==> config.mk <==
export PLATFORM = sky130hd
export DESIGN_NAME = sysclk_mcycle
export DESIGN_NICKNAME = d
export VERILOG_FILES = /design/src/rtl/sclk_pkg.sv /design/src/rtl/sclk_slow_div.sv /design/src/rtl/sclk_src_mux.sv /design/src/rtl/sclk_phase_seq.sv /design/src/rtl/sysclk_mcycle.sv
export SDC_FILE = /design/constraint.sdc
export NUM_CORES = 1
export LEC_CHECK = 0
export ABC_AREA = 1
export CAP_MARGIN = 10
export CORE_MARGIN = 3
export CORE_UTILIZATION = 50
export CTS_CLUSTER_SIZE = 24
export DETAILED_ROUTE_END_ITERATION = 12
export GPL_TIMING_DRIVEN = 0
export PLACE_DENSITY = 0.82
export SYNTH_ARGS = -nofsm -noshare
export SYNTH_HDL_FRONTEND = slang
export SYNTH_SLANG_ARGS = --single-unit
==> constraint.sdc <==
create_clock -name clk -period 2.7 [get_ports clk]
set_clock_uncertainty 0.2 [all_clocks]
set_input_delay 0.54 -clock clk [delete_from_list [all_inputs] [get_ports clk]]
set_output_delay 0.54 -clock clk [all_outputs]
set_load 0.01 [all_outputs]
==> src/rtl/sclk_pkg.sv <==
package sclk_pkg;

    localparam int SRC_W    = 2;
    localparam int NUM_PH   = 4;
    localparam int SLOW_DIV_W = 8;

    typedef enum logic [SRC_W-1:0] {
        SRC_OSC  = 2'b00,
        SRC_MUL  = 2'b01,
        SRC_SLOW = 2'b10
    } src_e;

    typedef struct packed {
        logic osc;
        logic mul;
        logic slow;
    } en_bus_t;

    // Reserved code 2'b11 folds onto the oscillator source.
    function automatic src_e decode_src(input logic [SRC_W-1:0] code);
        case (code)
            2'b01:   return SRC_MUL;
            2'b10:   return SRC_SLOW;
            default: return SRC_OSC;
        endcase
    endfunction

endpackage

==> src/rtl/sclk_slow_div.sv <==
module sclk_slow_div #(
    parameter int DIV_W = 8
) (
    input  logic clk,
    input  logic rst,
    input  logic osc_en,
    output logic slow_en
);
    logic [DIV_W-1:0] cnt_q;

    always_ff @(posedge clk) begin
        if (rst) begin
            cnt_q <= '0;
        end else if (osc_en) begin
            cnt_q <= cnt_q + 1'b1;
        end
    end

    assign slow_en = osc_en && (cnt_q == {DIV_W{1'b1}});
endmodule

==> src/rtl/sclk_src_mux.sv <==
module sclk_src_mux
    import sclk_pkg::*;
(
    input  src_e    sel,
    input  en_bus_t en,
    output logic    sys_en
);
    always_comb begin
        case (sel)
            SRC_MUL:  sys_en = en.mul;
            SRC_SLOW: sys_en = en.slow;
            default:  sys_en = en.osc;
        endcase
    end
endmodule

==> src/rtl/sclk_phase_seq.sv <==
module sclk_phase_seq #(
    parameter int NPH = 4
) (
    input  logic           clk,
    input  logic           rst,
    input  logic           step,
    output logic [NPH-1:0] phase,
    output logic           last
);
    localparam int PW = (NPH > 1) ? $clog2(NPH) : 1;
    localparam logic [PW-1:0] LAST_IDX = PW'(NPH - 1);

    logic [PW-1:0] idx_q;

    always_ff @(posedge clk) begin
        if (rst) begin
            idx_q <= '0;
        end else if (step) begin
            idx_q <= (idx_q == LAST_IDX) ? '0 : idx_q + 1'b1;
        end
    end

    for (genvar i = 0; i < NPH; i++) begin : g_ph
        assign phase[i] = (idx_q == PW'(i));
    end

    assign last = step && (idx_q == LAST_IDX);
endmodule

==> src/rtl/sysclk_mcycle.sv <==
module sysclk_mcycle
    import sclk_pkg::*;
#(
    parameter int DIV_W = SLOW_DIV_W,
    parameter int NPH   = NUM_PH
) (
    input  logic             clk,
    input  logic             rst,
    input  logic             osc_en,
    input  logic             mul_en,
    input  logic             cfg_we,
    input  logic [SRC_W-1:0] cfg_src,
    output logic             sys_en,
    output logic [NPH-1:0]   phase,
    output logic             mc_pulse,
    output logic [SRC_W-1:0] active_src
);
    src_e    req_q;
    src_e    act_q;
    en_bus_t en_bus;
    logic    slow_en;

    sclk_slow_div #(.DIV_W(DIV_W)) u_div (
        .clk     (clk),
        .rst     (rst),
        .osc_en  (osc_en),
        .slow_en (slow_en)
    );

    assign en_bus = '{osc: osc_en, mul: mul_en, slow: slow_en};

    sclk_src_mux u_mux (
        .sel    (act_q),
        .en     (en_bus),
        .sys_en (sys_en)
    );

    sclk_phase_seq #(.NPH(NPH)) u_seq (
        .clk   (clk),
        .rst   (rst),
        .step  (sys_en),
        .phase (phase),
        .last  (mc_pulse)
    );

    // Request register; the active source follows only at a cycle boundary.
    always_ff @(posedge clk) begin
        if (rst) begin
            req_q <= SRC_OSC;
            act_q <= SRC_OSC;
        end else begin
            if (mc_pulse) act_q <= req_q;
            if (cfg_we)   req_q <= decode_src(cfg_src);
        end
    end

    assign active_src = act_q;
endmodule

# == Word-level counts from Yosys, hierarchy flattened ==
# Cells that the tools add are included.
# classes
muxes,3
n_addsub,2
eq_ne,8
n_reduce_logical,3
# op_table
op,n
$add A8 B1 Y8 const B,1
$eq A2 B2 Y1 const B,4
$eq A8 B8 Y1 const B,1
$eq A2 B1 Y1 const B,3
$pmux W2 S2,1
$add A2 B1 Y2 const B,1
$logic_and A1 B1 Y1,2
$logic_not A2 Y1,1
$mux W2,1
$pmux W1 S2,1
# word_totals
out_inout_bits,8
reg_bits,14
input_bits,7
elab_cells,20

# == Longest topological paths before layout ==
# logic_depth
ltp_word,4
mapped_depth,11
mapped_depth_nobuf,11

# == By module ==
# From an unflattened synthesis, not the netlist that was laid out.
# unflattened
cells_unflattened,103
area_unflattened_um2,723.2
# by_module_without_submodules
module,area_per_inst_um2,cells_each,n_inst,seq_area_each_um2
sclk_slow_div,351.6,50,1,160.2
sclk_phase_seq,161.4,21,1,40.0
sysclk_mcycle,151.4,21,1,80.1
sclk_src_mux,58.8,11,1,0.0

# == Worst setup path before layout ==
# OpenSTA, ideal clock, no wires.
# synth_timing
kind,reg-to-output
start,"register act_q[0], in the netlist active_src[0]"
end,output mc_pulse
required_time_ps,1960
stages_incl_launch_ff,8
t_arrival_ps,1229
setup_slack_ps,731
n_path_buf,0
cell_sequence,dfxtp_1 -> inv_1 -> ha_1 -> inv_1 -> nand3_1 -> nand2_2 -> inv_2 -> nor2_1
# synth_via
elab_chain_len,3
word_cells_on_any_way,4
classes_between,eq/ne (2); mux (1); reduce/logical (1)
# synth_rtl
element,line_no,source
"start, declared",sysclk_mcycle.sv:19,src_e act_q;
"start signal, assigned",sysclk_mcycle.sv:52,if (mc_pulse) act_q <= req_q;
$eq A2 B2 Y1 / $eq A2 B1 Y1 (equally long branches),sclk_src_mux.sv:9,case (sel)
$pmux W1 S2 *,sclk_src_mux.sv:9,
via sys_en,sysclk_mcycle.sv:13,"output logic sys_en,"
$logic_and A1 B1 Y1 *,sclk_phase_seq.sv:27,assign last = step && (idx_q == LAST_IDX);
"end, declared",sysclk_mcycle.sv:15,"output logic mc_pulse,"
# The timed path passes the listed nets; every way through them passes the cells marked *.

# == Worst setup path in the final report ==
# layout_timing
start,"register act_q[0], in the netlist active_src[0]"
end,output mc_pulse
# layout_via
elab_chain_len,3
word_cells_on_any_way,4
classes_between,eq/ne (2); mux (1); reduce/logical (1)
# layout_rtl
element,line_no
$eq A2 B2 Y1 / $eq A2 B1 Y1 (equally long branches),sclk_src_mux.sv:9
$pmux W1 S2 *,sclk_src_mux.sv:9
$logic_and A1 B1 Y1 *,sclk_phase_seq.sv:27
# Every way passes the cells marked *; elsewhere a longest branch is shown, timed or not.

==> flow_summary.yaml <==
place:
  place.gp.congestion: 0.748
  place_area_um2: 893
  port_buffers: 14
  placedCellCount: 130
  hpwl_mm: 1.11
final_layout:
  fin_cells: 134
  design_area_um2: 936
  drive_above_1_share_pct: 12.6
  fillers: 121
  num_antenna_cells: 0
  area_growth_pct: 27.4
  nets: 134
pwr:
  power_uw: 450
  comb_power_share_pct: 16.1
  power_frac_seq_pct: 49.7
  leakage_nw: 0.396
  p_per_area_nw_per_um2: 481
  p_int_uw: 334
  ir_worst_vdd_uv: 394
  p_clk_share_pct: 34.2
  netSwitchingPower_uw: 116
  switching_share_pct: 25.8
cts:
  clockBufferDepth: 2
  cts-htree-levels: 1
  cts_tree: "done"
  cts.sinks: 14
  root_buffer: "clkbuf_4"
  clk_pin_slew_worst_paths_ns: 0.09
  clk-insertion-delay-late_ns: 0.29
  cts.hold.buffers_added: 0
  post-cts-setup-buffer-count: 0
  numCtsBuffers: 3
grt:
  grtUsageMet2_pct: 32.0
  grtUsageMet1_pct: 22.5
  grtUsageTotal_pct: 19.1
  grt_pass1_wl_mm: 2.70
  grt-busiest-layer: "met2"
  grt_pass1_vias: 630
  use_met3_pct: 3.66
  grt_antenna_before_repair: 0
  grt_max_degree: 11
  grt_overflow: 0
logic_synthesis:
  synth_nets: 115
  synth_seq_cells: 14
  synthCells: 101
  synth_area_per_cell_um2: 7.27
  yosysTopAreaCell: "dfxtp_1"
  synth-warning-count: 0
  ys_async_sr_fraction_pct: 0
  synth_cell_types: 19
  ys.flop_type: "dfxtp_1"
  synth_top_area_share_pct: 38.2
  synth_common_cells: "inv_1 (16), nand2_1 (16), nor2_1 (16)"
  synth_edf_count: 0
  synth_area_um2: 734
  ys_seq_area_share_pct: 38.2
  synthTopCellsByArea: "dfxtp_1 (38%), ha_1 (12%), inv_1 (8.2%)"
drt:
  drc: 0
  wl_mm: 1.54
  ant_nets: 0
  drtPass1Iterations: 6
  viasPerCell: 5.04
  via_count: 675
  drt-wirelength-per-cell_um: 11.5
  drt_iter0_markers: 11
timing:
  rsz0062_at_grt: "no"
  period_needed_ns: 2.49
  hold_ws_ns: 0.263
  setup_viol: 0
  max_freq_mhz: 401
  slew_violations: 0
  tightest_slew_ns: 0.396
  max-slew-margin-rel_pct: 73.6
  hold_violations: 0
  period_share_pct: 92.3
floorplanning:
  start_util_pct: 55.1
  dieArea_um2: 1960
  dieHeight_um: 44.3
  std_cell_rows: 13
  coreArea_um2: 1330
  dieWidth_um: 44.3
  pin_count: 15
critical_path:
  path_class: "flop to output pin"
  cp-end-kind: "output pin"
  cp.required_ns: 1.96
  worstSetupStartpointType: "flop"
  critical_path.max_fanout: 8
  rrSetupSlack_ns: 1.11
  critPathArrivalTime_ns: 1.75
run_status:
  status: "finished clean"
worst_hold_path:
  holdCritPathClass: "flop to flop"
run:
  drv_cap: 0
state kept, by name, summed over array words and instances, names as in the netlist:
name         cells
active_src       2
req_q            2
u_div.cnt_q      8
u_seq.idx_q      2
stage by stage:
step / worst slack [ns] / utilization (%) / setup TNS (ns)
floorplan: 0.731 / - / 0
global placement: -0.0782 / 67.0 / -0.0782
detailed placement: -0.0900 / 67.0 / -0.0900
CTS: 0.0602 / 70.0 / 0
global route: 0.0889 / 70.2 / 0
finish: 0.209 / 70.2 / 0
final cells by class:
| cell class | count | area (um2) | area share [%] |
|---|---|---|---|
| multi-input cells | 68 | 387 | 41.3 |
| clock buffers | 4 | 36.3 | 3.88 |
| flip-flops and latches | 14 | 282 | 30.1 |
| repair buffers | 14 | 140 | 15.0 |
| inverters | 18 | 68.8 | 7.35 |
| plain buffers | 1 | 3.75 | 0.401 |
| well taps | 15 | 18.8 | 2.01 |
cells by family after synthesis:
group / Yosys count / synth area share [%]
flip-flops: 14 / 38.2
adder cells (fa/ha/maj): 7 / 11.9
AO/OA/AOI/OAI: 17 / 12.8
buffers and inverters: 19 / 9.88
AND/OR/NAND/NOR: 44 / 27.3
placed cells by master (no fill, tap or decap), drive strengths merged:
cell and n:
nor2 18, o211a 1, nor3 2, nand3 3
clkinv 1, a21oi 7, clkdlybuf4s50 11, dfxtp 14
dlygate4sd2 2, ha 7, clkbuf 5, o21ai 9
inv 17, dlymetal6s2s 1, nand2 20, nor3b 1
metal layers:
layer	vias up	share of wire, %
met3	4	3.6
met1	304	43
li1	351	-
met5	-	0
met2	16	51
met4	0	2.3
worst paths after layout:
kind	startpoint	end	depth (start not counted)
worst max-delay path	active_src[0]	mc_pulse	9
worst min-delay path	u_div.cnt_q[7]	u_div.cnt_q[7]	2
worst min register to register	u_div.cnt_q[7]	u_div.cnt_q[7]	2
worst max register to register	active_src[0]	u_seq.idx_q[0]	8
timing repair:
action,4_1_cts,5_1_grt
resized for setup,4,1
pin swaps,1,0
endpoints found under the setup margin,2,1
power by group through the flow:
| stage | clock [mW] | sequential (mW) | combinational [mW] |
|---|---|---|---|
| 2_1_floorplan | 0 | 0.227 | 0.0376 |
| 3_5_place_dp | 0 | 0.228 | 0.0714 |
| 4_1_cts | 0.160 | 0.223 | 0.0734 |
| 3_3_place_gp | 0 | 0.228 | 0.0676 |
| 6_report | 0.154 | 0.224 | 0.0722 |
| 5_1_grt | 0.167 | 0.225 | 0.0819 |
critical path: stages (launching register included):
cell and delay [ns]:
dfxtp_2 0.36, inv_1 0.07, ha_1 0.31, inv_1 0.08, nand2_1 0.05, nand2_1 0.11, nand2_4 0.10, inv_2 0.08
nor2_1 0.04, dlygate4sd2_1 0.27
No activity file was read; power rests on OpenSTA's default activity.
